$ cat src/rtl/spi_cmd_pkg.sv
package spi_cmd_pkg;
  localparam int DATA_W = 16;
  localparam int CMD_W  = 16;
  localparam int CS_N   = 6;
  localparam int FSZ_W  = 4;

  // host command half-word; positions matter to software
  typedef struct packed {
    logic       cont;   // 15
    logic [2:0] rsv0;
    logic       eoq;    // 11
    logic [1:0] rsv1;
    logic       attr;   // 8
    logic [1:0] rsv2;
    logic [CS_N-1:0] cs; // 5:0
  } cmd_t;

  // stored transmit entry, reserved bits dropped
  typedef struct packed {
    logic              cont;
    logic              eoq;
    logic              attr;
    logic [CS_N-1:0]   cs;
    logic [DATA_W-1:0] data;
  } tx_entry_t;

  typedef enum logic [1:0] {ENG_IDLE, ENG_LOW, ENG_HIGH, ENG_GAP} eng_state_e;
endpackage

$ cat src/rtl/spi_cmd_fifo.sv
module spi_cmd_fifo #(
  parameter int W     = 16,
  parameter int DEPTH = 4
) (
  input  logic         clk_i,
  input  logic         rst_ni,
  input  logic         push_i,
  input  logic         pop_i,
  input  logic [W-1:0] wdata_i,
  output logic [W-1:0] rdata_o,
  output logic         full_o,
  output logic         empty_o
);
  localparam int AW = (DEPTH > 1) ? $clog2(DEPTH) : 1;
  localparam int CW = $clog2(DEPTH + 1);

  logic [W-1:0]  mem [DEPTH];
  logic [AW-1:0] wp_q, rp_q;
  logic [CW-1:0] cnt_q;
  logic          do_push, do_pop;

  assign full_o  = (cnt_q == CW'(DEPTH));
  assign empty_o = (cnt_q == '0);
  assign do_push = push_i && !full_o;
  assign do_pop  = pop_i && !empty_o;
  assign rdata_o = mem[rp_q];

  always_ff @(posedge clk_i) begin
    if (do_push) mem[wp_q] <= wdata_i;
  end

  always_ff @(posedge clk_i or negedge rst_ni) begin
    if (!rst_ni) begin
      wp_q  <= '0;
      rp_q  <= '0;
      cnt_q <= '0;
    end else begin
      if (do_push) wp_q <= (wp_q == AW'(DEPTH - 1)) ? '0 : wp_q + 1'b1;
      if (do_pop)  rp_q <= (rp_q == AW'(DEPTH - 1)) ? '0 : rp_q + 1'b1;
      if (do_push && !do_pop)      cnt_q <= cnt_q + 1'b1;
      else if (do_pop && !do_push) cnt_q <= cnt_q - 1'b1;
    end
  end
endmodule

$ cat src/rtl/spi_cmd_engine.sv
module spi_cmd_engine
  import spi_cmd_pkg::*;
#(
  parameter int DIV = 2
) (
  input  logic              clk_i,
  input  logic              rst_ni,
  input  logic              tx_valid_i,
  input  tx_entry_t         tx_entry_i,
  output logic              tx_pop_o,
  input  logic [FSZ_W-1:0]  fsz0_i,
  input  logic [FSZ_W-1:0]  fsz1_i,
  input  logic              miso_i,
  output logic              sclk_o,
  output logic              mosi_o,
  output logic [CS_N-1:0]   cs_no,
  output logic              rx_push_o,
  output logic [DATA_W-1:0] rx_data_o,
  output logic              eoq_done_o
);
  localparam int DCW = (DIV > 1) ? $clog2(DIV) : 1;
  localparam logic [FSZ_W-1:0] FSZ_MIN = FSZ_W'(3);

  eng_state_e        state_q;
  logic [DCW-1:0]    cnt_q;
  logic [FSZ_W-1:0]  idx_q;
  logic [DATA_W-1:0] data_q, rx_q;
  logic [CS_N-1:0]   cs_q;
  logic              cont_q, eoq_q, sclk_q, rx_push_q, eoq_done_q;
  logic              tick;
  logic [FSZ_W-1:0]  fsz_raw, fsz_eff;

  assign tick     = (cnt_q == DCW'(DIV - 1));
  assign tx_pop_o = (state_q == ENG_IDLE) && tx_valid_i;
  assign fsz_raw  = tx_entry_i.attr ? fsz1_i : fsz0_i;
  assign fsz_eff  = (fsz_raw < FSZ_MIN) ? FSZ_MIN : fsz_raw;

  assign sclk_o     = sclk_q;
  assign mosi_o     = data_q[idx_q];
  assign cs_no      = ~cs_q;
  assign rx_push_o  = rx_push_q;
  assign rx_data_o  = rx_q;
  assign eoq_done_o = eoq_done_q;

  always_ff @(posedge clk_i or negedge rst_ni) begin
    if (!rst_ni) begin
      state_q    <= ENG_IDLE;
      cnt_q      <= '0;
      idx_q      <= '0;
      data_q     <= '0;
      rx_q       <= '0;
      cs_q       <= '0;
      cont_q     <= 1'b0;
      eoq_q      <= 1'b0;
      sclk_q     <= 1'b0;
      rx_push_q  <= 1'b0;
      eoq_done_q <= 1'b0;
    end else begin
      rx_push_q  <= 1'b0;
      eoq_done_q <= 1'b0;
      if (state_q == ENG_IDLE || tick) cnt_q <= '0;
      else                             cnt_q <= cnt_q + 1'b1;
      unique case (state_q)
        ENG_IDLE: if (tx_valid_i) begin
          data_q  <= tx_entry_i.data;
          idx_q   <= fsz_eff;
          cs_q    <= tx_entry_i.cs;  // replaces a held selection
          cont_q  <= tx_entry_i.cont;
          eoq_q   <= tx_entry_i.eoq;
          rx_q    <= '0;
          state_q <= ENG_LOW;
        end
        ENG_LOW: if (tick) begin
          sclk_q  <= 1'b1;
          rx_q    <= {rx_q[DATA_W-2:0], miso_i};
          state_q <= ENG_HIGH;
        end
        ENG_HIGH: if (tick) begin
          sclk_q <= 1'b0;
          if (idx_q == '0) begin
            rx_push_q  <= 1'b1;
            eoq_done_q <= eoq_q;
            if (cont_q) begin
              state_q <= ENG_IDLE;   // selection stays asserted
            end else begin
              cs_q    <= '0;
              state_q <= ENG_GAP;
            end
          end else begin
            idx_q   <= idx_q - 1'b1;
            state_q <= ENG_LOW;
          end
        end
        ENG_GAP: if (tick) state_q <= ENG_IDLE;
        default: state_q <= ENG_IDLE;
      endcase
    end
  end
endmodule

$ cat src/rtl/spi_cmd_master.sv
module spi_cmd_master
  import spi_cmd_pkg::*;
#(
  parameter int DIV      = 2,
  parameter int TX_DEPTH = 4,
  parameter int RX_DEPTH = 4
) (
  input  logic        clk_i,
  input  logic        rst_ni,
  input  logic        wr_cmd_i,
  input  logic        wr_data_i,
  input  logic [15:0] wcmd_i,
  input  logic [15:0] wdata_i,
  input  logic        pop_i,
  output logic [31:0] rdata_o,
  input  logic [3:0]  fsz0_i,
  input  logic [3:0]  fsz1_i,
  output logic        tx_full_o,
  output logic        tx_empty_o,
  output logic        rx_full_o,
  output logic        rx_empty_o,
  output logic        tx_ovf_o,
  output logic        rx_udf_o,
  output logic        eoq_o,
  output logic        sclk_o,
  output logic        mosi_o,
  output logic [5:0]  cs_no,
  input  logic        miso_i
);
  localparam int TXW = $bits(tx_entry_t);

  cmd_t              cmd_hold_q, cmd_sel;
  tx_entry_t         tx_in, tx_head;
  logic [TXW-1:0]    tx_head_raw;
  logic              tx_pop, rx_push, eoq_done;
  logic [DATA_W-1:0] rx_data, rx_head;
  logic              ovf_q, udf_q, eoq_q;
  logic              unused_rsv;

  assign cmd_sel    = wr_cmd_i ? cmd_t'(wcmd_i) : cmd_hold_q;
  assign unused_rsv = ^{cmd_sel.rsv0, cmd_sel.rsv1, cmd_sel.rsv2};

  always_comb begin
    tx_in      = '0;
    tx_in.cont = cmd_sel.cont;
    tx_in.eoq  = cmd_sel.eoq;
    tx_in.attr = cmd_sel.attr;
    tx_in.cs   = cmd_sel.cs;
    tx_in.data = wdata_i;
  end

  assign tx_head = tx_entry_t'(tx_head_raw);

  spi_cmd_fifo #(.W(TXW), .DEPTH(TX_DEPTH)) u_tx_fifo (
    .clk_i   (clk_i),
    .rst_ni  (rst_ni),
    .push_i  (wr_data_i),
    .pop_i   (tx_pop),
    .wdata_i (tx_in),
    .rdata_o (tx_head_raw),
    .full_o  (tx_full_o),
    .empty_o (tx_empty_o)
  );

  spi_cmd_fifo #(.W(DATA_W), .DEPTH(RX_DEPTH)) u_rx_fifo (
    .clk_i   (clk_i),
    .rst_ni  (rst_ni),
    .push_i  (rx_push),
    .pop_i   (pop_i),
    .wdata_i (rx_data),
    .rdata_o (rx_head),
    .full_o  (rx_full_o),
    .empty_o (rx_empty_o)
  );

  spi_cmd_engine #(.DIV(DIV)) u_engine (
    .clk_i      (clk_i),
    .rst_ni     (rst_ni),
    .tx_valid_i (!tx_empty_o),
    .tx_entry_i (tx_head),
    .tx_pop_o   (tx_pop),
    .fsz0_i     (fsz0_i),
    .fsz1_i     (fsz1_i),
    .miso_i     (miso_i),
    .sclk_o     (sclk_o),
    .mosi_o     (mosi_o),
    .cs_no      (cs_no),
    .rx_push_o  (rx_push),
    .rx_data_o  (rx_data),
    .eoq_done_o (eoq_done)
  );

  assign rdata_o  = rx_empty_o ? 32'h0 : {16'h0, rx_head};
  assign tx_ovf_o = ovf_q;
  assign rx_udf_o = udf_q;
  assign eoq_o    = eoq_q;

  always_ff @(posedge clk_i or negedge rst_ni) begin
    if (!rst_ni) begin
      cmd_hold_q <= '0;
      ovf_q      <= 1'b0;
      udf_q      <= 1'b0;
      eoq_q      <= 1'b0;
    end else begin
      if (wr_cmd_i)                ovf_q <= ovf_q;
      if (wr_cmd_i)                cmd_hold_q <= cmd_t'(wcmd_i);
      if (wr_data_i && tx_full_o)  ovf_q <= 1'b1;
      if (pop_i && rx_empty_o)     udf_q <= 1'b1;
      if (eoq_done)                eoq_q <= 1'b1;
    end
  end
endmodule

$ cat config.mk
export PLATFORM = sky130hd
export DESIGN_NAME = spi_cmd_master
export DESIGN_NICKNAME = d
export VERILOG_FILES = /design/src/rtl/spi_cmd_pkg.sv /design/src/rtl/spi_cmd_fifo.sv /design/src/rtl/spi_cmd_engine.sv /design/src/rtl/spi_cmd_master.sv
export SDC_FILE = /design/constraint.sdc
export NUM_CORES = 1
export LEC_CHECK = 0
export ABC_AREA = 1
export BUFFER_PORTS_ARGS = -buffer_cell sky130_fd_sc_hd__buf_2
export CAP_MARGIN = 25
export CORE_MARGIN = 3
export CORE_UTILIZATION = 42
export DETAILED_ROUTE_END_ITERATION = 12
export PLACE_DENSITY = 0.59
export RECOVER_POWER = 50
export SYNTH_ARGS = -nofsm -noshare
export SYNTH_HDL_FRONTEND = slang
export SYNTH_HIERARCHICAL = 1
export SYNTH_SLANG_ARGS = --single-unit
$ cat constraint.sdc
create_clock -name clk_i -period 3.1 [get_ports clk_i]
set_input_delay 0 -clock clk_i [delete_from_list [all_inputs] [get_ports clk_i]]
set_output_delay 0 -clock clk_i [all_outputs]
set_load 0.03 [all_outputs]
==> flow_summary.json, run 1 <==
{
  "max_freq_mhz": 362.4,
  "cts_buffer_depth": 3,
  "antenna_found_initial": 0,
  "synth.top_cell.area_share_pct": 45.09,
  "cts_tree": "yes",
  "yosys-top-cells-area": "edfxtp_1 (45%), dfrtp_1 (17%), nand2_1 (8.4%)",
  "hold_viol_final": 0,
  "wl_per_cell_um": 13.84,
  "layout-drive-gt1-share_pct": 16.75,
  "tightest_slew_ns": 1.711,
  "grt_pass1_vias": 6517,
  "netlist-cell-type-count": 38,
  "syn_to_final_growth_pct": 16.06,
  "crit_required_ns": 3.54,
  "violations": "max-capacitance violations, max-slew violations",
  "setup_violations": 0,
  "peakVddDrop_uv": 514.9,
  "die_h_um": 167.3,
  "grt_pass1_wl_um": 33600,
  "worst-r2r-setup-slack_ns": 0.34,
  "busiest_layer": "met2",
  "min_period_ns": 2.759,
  "final_cell_mix": "nand2_1 (245), edfxtp_1 (164), inv_1 (159)",
  "fin_nets": 1176,
  "final_common_cell": "nand2_1",
  "grt_max_degree": 68,
  "slew_violations": 67,
  "cp-end-kind": "flop",
  "drt-initial-drc-count": 318,
  "grt_usage_pct": 14.55,
  "met1_usage_pct": 20.00,
  "num_io_pins": 93,
  "period_share_pct": 89.01,
  "clk_pin_slew_ns": 0.06,
  "die_w_um": 167.3,
  "overflow": 0,
  "synthCells": 996,
  "cts_root_buf": "clkbuf_16",
  "ys_ff_latch": 240,
  "port_buffers": 69,
  "numCtsBuffers": 26,
  "syn_area_um2": 10920,
  "met2_usage_pct": 24.54,
  "crit_path_max_fanout": 27,
  "drc": 0,
  "diodes": 0,
  "nFillCells": 2295,
  "r2r_start": "u_tx_fifo/rp_q[1]",
  "dieArea_um2": 27970,
  "ant_nets": 0,
  "yosysWarnings": 6,
  "drv_cap": 1,
  "leakage_nw": 5.629,
  "endpoint": "u_engine/idx_q[0]",
  "fp.coreArea_um2": 25400,
  "r2r_cells": 10,
  "arrival_ns": 3.19,
  "critPathLaunch": "u_tx_fifo/rp_q[1]",
  "slew_headroom_pct": -14.09,
  "place_congestion": 0.7667,
  "via_per_inst": 4.671,
  "wirelength_um": 20260,
  "cts.sinks": 240,
  "rr_endpoint": "u_engine/idx_q[0]",
  "p_per_area_nw_per_um2": 940.7,
  "hp-class": "input pin to flop",
  "finalClockSkew_ns": 0.02650,
  "worstSetupStartpointType": "flop",
  "met3_usage_pct": 2.290,
  "setup_tns_ns": 0,
  "yosysTopAreaCell": "edfxtp_1",
  "syn_area_per_cell_um2": 10.97,
  "drtPass1Iterations": 5,
  "synth-seq-area-share_pct": 62.50,
  "dp_hpwl_um": 12640,
  "num_rows": 58,
  "power.total_mw": 11.92,
  "status": "finished, violations left",
  "start_util_pct": 43.00,
  "htreeDepth": 1,
  "vias": 6838,
  "worst-setup-path-type": "flop to flop",
  "rsz0062_at_grt": "no",
  "clock_latency_ns": 0.54
}
## critical path, cell delays in order, from the launching register on
cell           delay [ns]
dfrtp_1              0.39
buf_4                0.35
o211ai_1             0.14
nand2_1              0.24
o21ai_0              0.13
dlygate4sd3_1        0.57
nor2_1               0.09
nand2_1              0.05
dlygate4sd3_1        0.56
nand3_2              0.07
nand2_1              0.04
## cell usage after synthesis (all sizes together)
| cell | n |
|---|---|
| conb | 1 |
| buf | 53 |
| ha | 14 |
| nor3b | 1 |
| edfxtp | 164 |
| dfrtp | 76 |
| nand3 | 79 |
| nand4 | 3 |
| nand3b | 1 |
| xnor2 | 2 |
| clkinv | 2 |
| o21ai | 26 |
| nor2 | 38 |
| a21boi | 1 |
| inv | 168 |
| nand2 | 278 |
| fa | 2 |
| clkbuf | 2 |
| o211ai | 82 |
| or2 | 3 |
## metal layers
| metal | share of wire, % | wire length [µm] |
|---|---|---|
| met1 | 47 | 9492 |
| met2 | 47 | 9485 |
| met3 | 4.2 | 856 |
| met4 | 2.1 | 423 |
| met5 | 0 | 0 |
## final cells by class
| class | count | area, µm² | share of cell area, % |
|---|---|---|---|
| clock buffers | 36 | 708.2 | 5.587 |
| clock inverters | 12 | 163.9 | 1.293 |
| inverters | 170 | 650.6 | 5.133 |
| multi-input cells | 546 | 3025 | 23.87 |
| flip-flops and latches | 240 | 6829 | 53.87 |
| well taps | 330 | 412.9 | 3.257 |
| repair buffers | 130 | 885.9 | 6.988 |
## state kept, by name (all words and copies together) (netlist names), 2 cells and up
register,cells
u_rx_fifo/wp_q,2
u_tx_fifo/cnt_q,3
u_tx_fifo/wp_q,2
u_engine/data_q,16
u_rx_fifo/rp_q,2
u_rx_fifo/mem,64
u_engine/cs_q,6
cmd_hold_q,9
u_rx_fifo/cnt_q,3
u_engine/state_q,2
u_engine/rx_data_o,16
u_tx_fifo/mem,100
u_tx_fifo/rp_q,2
u_engine/idx_q,4
## per-stage QoR
stage	hold slack [ns]	setup WS [ns]	instance area, µm²	std cells	util, %
6_report	0.02546	0.3408	12680	1464	49.91
3_5_place_dp	0.2030	0.8760	11400	1371	44.89
4_1_cts	0.0005213	0.3372	12710	1463	50.05
5_1_grt	0.06775	0.1551	12680	1464	49.91
3_3_place_gp	0.1984	0.9159	11400	1371	44.89
2_1_floorplan	-0.2956	0.7612	10980	1011	-
## power by group
| part | total [mW] | switching (mW) | leakage, nW | internal (mW) |
|---|---|---|---|---|
| Clock | 3.07 | 1.22 | 0.421 | 1.86 |
| Combinational | 4.36 | 2.96 | 2.73 | 1.40 |
| Sequential | 4.49 | 0.413 | 2.48 | 4.08 |
## worst min path at each step
stage | from | to | depth (start not counted)
3_5_place_dp | rst_ni | u_engine/data_q[6] | 1
3_3_place_gp | rst_ni | u_engine/data_q[6] | 1
2_1_floorplan | rst_ni | cmd_hold_q[0] | 0
6_report | fsz0_i[1] | u_engine/idx_q[1] | 7
4_1_cts | fsz0_i[1] | u_engine/idx_q[1] | 7
5_1_grt | fsz0_i[1] | u_engine/idx_q[1] | 7
## kinds of logic after synthesis
family / after synthesis / synth area share (%)
and+or+nand+nor: 403 / 16.51
DFF: 240 / 62.50
buffers and inverters: 225 / 10.38
AOI/OAI and AO/OA: 109 / 8.443
adders and majority gates: 16 / 1.970
xor gates and xnor gates: 2 / 0.1604
other: 1 / 0.03434
## repair_timing
item / 4_1_cts / 5_1_grt
endpoints found under the hold margin: 186 / 0
setup buffers: 0 / 0
resized for setup: 0 / 0
hold buffers: 44 / 0
No activity file was read; power rests on OpenSTA's default activity.
==> run 2: changes to the inputs <==
Settings changed: REMOVE_ABC_BUFFERS set to 1.
==> flow_summary.json, run 2 (synthesis results as in run 1) <==
{
  "status": "finished, violations left",
  "violations": "max-capacitance violations, max-slew violations",
  "drt-initial-drc-count": 390,
  "grt_pass1_wl_um": 33610,
  "hold-path-endpoint": "u_engine/idx_q[1]",
  "max_freq_mhz": 432.1,
  "grt_usage_pct": 14.60,
  "cpMostUsedCell": "nand2_1",
  "met1_usage_pct": 19.64,
  "r2r_cells": 9,
  "fp.coreArea_um2": 25400,
  "r2r_start": "u_tx_fifo/rp_q[1]",
  "setup_violations": 0,
  "tightest_slew_ns": 1.722,
  "critical_path.slowest_cell": "dlygate4sd3_1",
  "clock_latency_ns": 0.53,
  "dp_slack_ns": 0.8862,
  "drtPass1Iterations": 4,
  "final_common_cell": "nand2_1",
  "fin_nets": 1171,
  "cts_tree": "yes",
  "setup_tns_ns": 0,
  "ant_nets": 0,
  "cts.sinks": 240,
  "min_from": "fsz1_i[1]",
  "largest_register": "u_tx_fifo/mem",
  "peakVddDrop_uv": 619.9,
  "crit_required_ns": 3.57,
  "worstPathCellList": "buf_4 -> o211ai_1 -> nand2_1 -> o21ai_0 -> nand2_1 -> nand2_1 -> dlygate4sd3_1 -> nand3_2 -> nand2_1",
  "syn_to_final_growth_pct": 15.63,
  "period_share_pct": 74.65,
  "place_congestion": 0.7976,
  "largestRegisters": "u_tx_fifo/mem: 100 flops, u_rx_fifo/mem: 64 flops",
  "drc": 0,
  "min_period_ns": 2.314,
  "cp_slowest_stage_delay_ns": 0.55,
  "largest_reg_flops": 100,
  "htreeDepth": 1,
  "via_per_inst": 4.644,
  "slew_headroom_pct": -14.78,
  "num_rows": 58,
  "num_io_pins": 93,
  "met3_usage_pct": 2.195,
  "rr_endpoint": "u_engine/idx_q[0]",
  "cts_buffer_depth": 3,
  "nFillCells": 2308,
  "port_buffers": 69,
  "hold-path-cell-count": 7,
  "leakage_nw": 5.610,
  "cts_resized": 0,
  "crit_cells": 9,
  "worst-r2r-setup-slack_ns": 0.79,
  "cts_root_buf": "clkbuf_16",
  "layout-drive-gt1-share_pct": 17.18,
  "grt_pass1_vias": 6482,
  "die_w_um": 167.3,
  "drv_cap": 1,
  "hp-class": "input pin to flop",
  "clk_pin_slew_ns": 0.06,
  "vias": 6775,
  "finalClockSkew_ns": 0.02137,
  "dp_hpwl_um": 12280,
  "hold_viol_final": 0,
  "overflow": 0,
  "dieArea_um2": 27970,
  "wirelength_um": 20320,
  "worst_slack_ns": 0.7858,
  "slew_violations": 65,
  "cp-end-kind": "flop",
  "wl_per_cell_um": 13.93,
  "crit_buf_inv": 2,
  "busiest_layer": "met2",
  "die_h_um": 167.3,
  "met2_usage_pct": 25.20,
  "p_per_area_nw_per_um2": 941.7,
  "rsz0062_at_grt": "no",
  "start_util_pct": 43.00,
  "diodes": 0,
  "worst-setup-path-type": "flop to flop",
  "arrival_ns": 2.78,
  "antenna_found_initial": 0,
  "grt_max_degree": 96,
  "postLayoutCoreUtil_pct": 49.72,
  "holdWs_ns": 0.009927,
  "crit_family": "buffers and inverters",
  "numCtsBuffers": 26,
  "crit_path_max_fanout": 27,
  "final_cell_mix": "nand2_1 (245), edfxtp_1 (164), inv_1 (159)",
  "worstSetupStartpointType": "flop"
}
run 2: layout make-up:
type	instances	area [µm²]	share of cell area, %
multi-input combinational	546	3025	23.96
tap	330	412.9	3.270
inverter	170	650.6	5.152
sequential	240	6829	54.08
timing repair buffer	125	850.8	6.737
clock inverter	9	110.1	0.8719
clock buffer	39	749.5	5.935
run 2: metrics by stage:
step / area [µm²] / instances / total power, mW
3_3_place_gp: 11390 / 1370 / 8.877
5_1_grt: 12630 / 1459 / 12.76
6_report: 12630 / 1459 / 11.89
4_1_cts: 12660 / 1459 / 12.10
2_1_floorplan: 10500 / 956 / 7.689
3_5_place_dp: 11390 / 1370 / 8.961
run 2: worst min-delay path: cells and delay by family:
family                 cells  cell delay [ns]
AOI/OAI and AO/OA          1             0.12
buffers and inverters      1             0.07
and+or+nand+nor            5             0.31
run 2: report_power, final:
| part | internal, mW | total, mW | switching, mW | leakage [nW] |
|---|---|---|---|---|
| logic | 1.38 | 4.40 | 3.02 | 2.72 |
| clock network | 1.84 | 3.04 | 1.20 | 0.413 |
| registers | 4.08 | 4.45 | 0.375 | 2.48 |
| total | 7.30 | 11.9 | 4.60 | 5.61 |
run 2: what timing repair did:
item                      CTS  global route
buffers inserted            0             0
hold buffers               41             0
hold endpoints to repair  182             0
run 2: worst max-delay path by stage:
| stage | start | end | slack (ns) |
|---|---|---|---|
| finish | u_tx_fifo/rp_q[1] | u_engine/idx_q[0] | 0.79 |
| global placement | u_tx_fifo/cnt_q[0] | u_tx_fifo/cnt_q[2] | 0.93 |
| CTS | u_tx_fifo/rp_q[1] | u_engine/idx_q[0] | 0.76 |
| global route | u_tx_fifo/rp_q[1] | u_engine/idx_q[0] | 0.60 |
| detailed placement | u_tx_fifo/cnt_q[0] | u_tx_fifo/cnt_q[2] | 0.89 |
| floorplan | u_tx_fifo/rp_q[0] | u_engine/idx_q[0] | 0.18 |
run 2: per-layer routing:
| layer | wire length [µm] | vias to the layer above |
|---|---|---|
| met5 | 0 | - |
| met3 | 957 | 34 |
| met2 | 9604 | 129 |
| met4 | 396 | 0 |
| li1 | - | 3459 |
| met1 | 9363 | 3153 |
==> run 3: changes to the inputs <==
Settings changed: PLACE_DENSITY 0.59 to 0.61.
Clock period 3.1 ns to 2.09 ns, I/O delays scaled along.
==> flow_summary.json, run 3 (synthesis results as in run 1) <==
{
  "status": "complete, no violations",
  "largest_reg_flops": 100,
  "hold_viol_final": 0,
  "holdWs_ns": 0.04386,
  "syn_to_final_growth_pct": 17.02,
  "highest_layer": "met4",
  "tightest_slew_ns": 0.8680,
  "switching_power_mw": 6.864,
  "wl_met1_um": 9638,
  "die_h_um": 167.3,
  "antenna_found_initial": 0,
  "layout-drive-gt1-share_pct": 18.46,
  "wl_met3_um": 827,
  "final_cell_mix": "nand2_1 (244), edfxtp_1 (164), inv_1 (156)",
  "p_seq_share_pct": 36.5,
  "drc": 0,
  "drv_cap": 0,
  "wirelength_um": 20660,
  "num_io_pins": 93,
  "finalClockSkew_ns": 0.01015,
  "crit_path_max_fanout": 3,
  "via_per_inst": 4.671,
  "peakVddDrop_uv": 929.5,
  "p_per_area_nw_per_um2": 1396,
  "ant_nets": 0,
  "clock_latency_ns": 0.53,
  "die_w_um": 167.3,
  "drt-initial-drc-count": 328,
  "grt_pass1_vias": 6771,
  "start_util_pct": 43.00,
  "place_congestion": 0.8092,
  "diodes": 0,
  "hp-class": "input pin to flop",
  "arrival_ns": 2.33,
  "fin_area_um2": 12780,
  "clockPowerShare_pct": 25.0,
  "grt_pass1_wl_um": 34490,
  "route.met2.wl_um": 9871,
  "nFillCells": 2339,
  "overflow": 0,
  "min_period_ns": 1.920,
  "p_sw_share_pct": 38.47,
  "instances_no_fill": 1473,
  "cts_buffer_depth": 3,
  "dp.cells": 1380,
  "fin_nets": 1185,
  "internal-power_mw": 10.98,
  "largestRegisters": "u_tx_fifo/mem: 100 flops, u_rx_fifo/mem: 64 flops",
  "grt_usage_pct": 15.01,
  "slew_violations": 0,
  "cts.sinks": 240,
  "slew_headroom_pct": 42.13,
  "rsz0062_at_grt": "no",
  "cpMostUsedCell": "inv_1",
  "cts_tree": "yes",
  "drtPass1Iterations": 4,
  "clk_pin_slew_ns": 0.06,
  "worst-setup-path-type": "flop to flop",
  "grt_max_degree": 68,
  "worstSetupStartpointType": "flop",
  "worstPathCellList": "inv_1 -> nand3_1 -> inv_1 -> inv_2 -> nand2_8 -> inv_2 -> nand2_1 -> ha_1 -> inv_1 -> fa_1 -> inv_1 -> nand2_1 -> nand4_1 -> nand2_1",
  "largest_register": "u_tx_fifo/mem",
  "numCtsBuffers": 26,
  "vias": 6880,
  "hold-path-cell-count": 7,
  "r2r_cells": 14,
  "dp_hpwl_um": 12550,
  "max_freq_mhz": 520.9,
  "wl_per_cell_um": 14.02,
  "fp.coreArea_um2": 25400,
  "dieArea_um2": 27970,
  "port_buffers": 69,
  "setup_tns_ns": 0,
  "period_share_pct": 91.86,
  "num_rows": 58,
  "place_area_um2": 11520,
  "cts_root_buf": "clkbuf_16",
  "setup_violations": 0,
  "leakage_nw": 5.687,
  "critical_path.slowest_cell": "dfrtp_1",
  "final_common_cell": "nand2_1",
  "htreeDepth": 1,
  "cp_slowest_stage_delay_ns": 0.40,
  "cp-end-kind": "flop",
  "crit_required_ns": 2.50,
  "combPwrFrac_pct": 38.6
}
## run 3: cell count changes in the layout (fill, tap and decap cells not counted), moves of 2 or more
cell       change
buf_12         +5
inv_1          -3
clkbuf_16      +2
clkbuf_8       -2
inv_2          +2
clkinv_2       +2
buf_4          +6
clkbuf_2       +2
## run 3: repair_timing
| item | in CTS | in global routing |
|---|---|---|
| hold buffers | 42 | 0 |
| endpoints found under the setup margin | 0 | 19 |
| hold endpoints to repair | 196 | 0 |
| buffers inserted | 0 | 3 |
| resized for setup | 0 | 2 |
## run 3: critical path: cells and delay by family, from the launching register on
family | cells | cell delay [ns]
DFF | 1 | 0.40
adders and majority gates | 2 | 0.56
and+or+nand+nor | 6 | 0.45
buffers and inverters | 6 | 0.41
## run 3: layout make-up
cell class                 instances  area (µm²)  share of cell area, %
inverter                         170       654.4                  5.120
timing repair buffer             139        1011                  7.910
clock buffer                      40       775.7                  6.070
clock inverter                     8       70.07                 0.5482
tap                              330       412.9                  3.231
sequential                       240        6829                  53.43
multi-input combinational        546        3028                  23.69
## run 3: final timing paths
| kind | slack, ns | endpoint | startpoint |
|---|---|---|---|
| max in group asynchronous | 0.27 | u_tx_fifo/rp_q[0] | rst_ni |
| min in group asynchronous | 0.53 | u_rx_fifo/rp_q[0] | rst_ni |
| setup / recovery | 0.17 | u_tx_fifo/cnt_q[2] | u_tx_fifo/cnt_q[2] |
| hold reg to reg | 0.46 | eoq_o | u_engine/eoq_done_o |
| hold / removal | 0.04 | u_engine/idx_q[0] | fsz1_i[0] |
| setup reg to reg | 0.17 | u_tx_fifo/cnt_q[2] | u_tx_fifo/cnt_q[2] |
## run 3: metrics by stage
| step | setup WS [ns] | power [mW] | utilization (%) |
|---|---|---|---|
| 2_1_floorplan | -0.8284 | 11.40 | - |
| 3_3_place_gp | 0.1842 | 13.36 | 45.35 |
| 3_5_place_dp | 0.1184 | 13.46 | 45.35 |
| 4_1_cts | 0.05045 | 18.03 | 50.37 |
| 5_1_grt | 0.009045 | 19.16 | 50.32 |
| 6_report | 0.1702 | 17.84 | 50.32 |
## run 3: power groups by stage
stage	combinational, mW	clock, mW	sequential (mW)
after global routing	7.77	4.78	6.61
after global placement	6.77	0	6.59
after detailed placement	6.85	0	6.60
after CTS	6.94	4.57	6.52
final	6.88	4.45	6.51
after floorplan	4.41	0	6.99
## run 3: per-layer routing
metal / track usage [%] / up-vias
met4: 3.095 / 0
li1: - / 3490
met3: 2.266 / 25
met2: 26.17 / 124
met5: 0 / -
met1: 20.17 / 3241
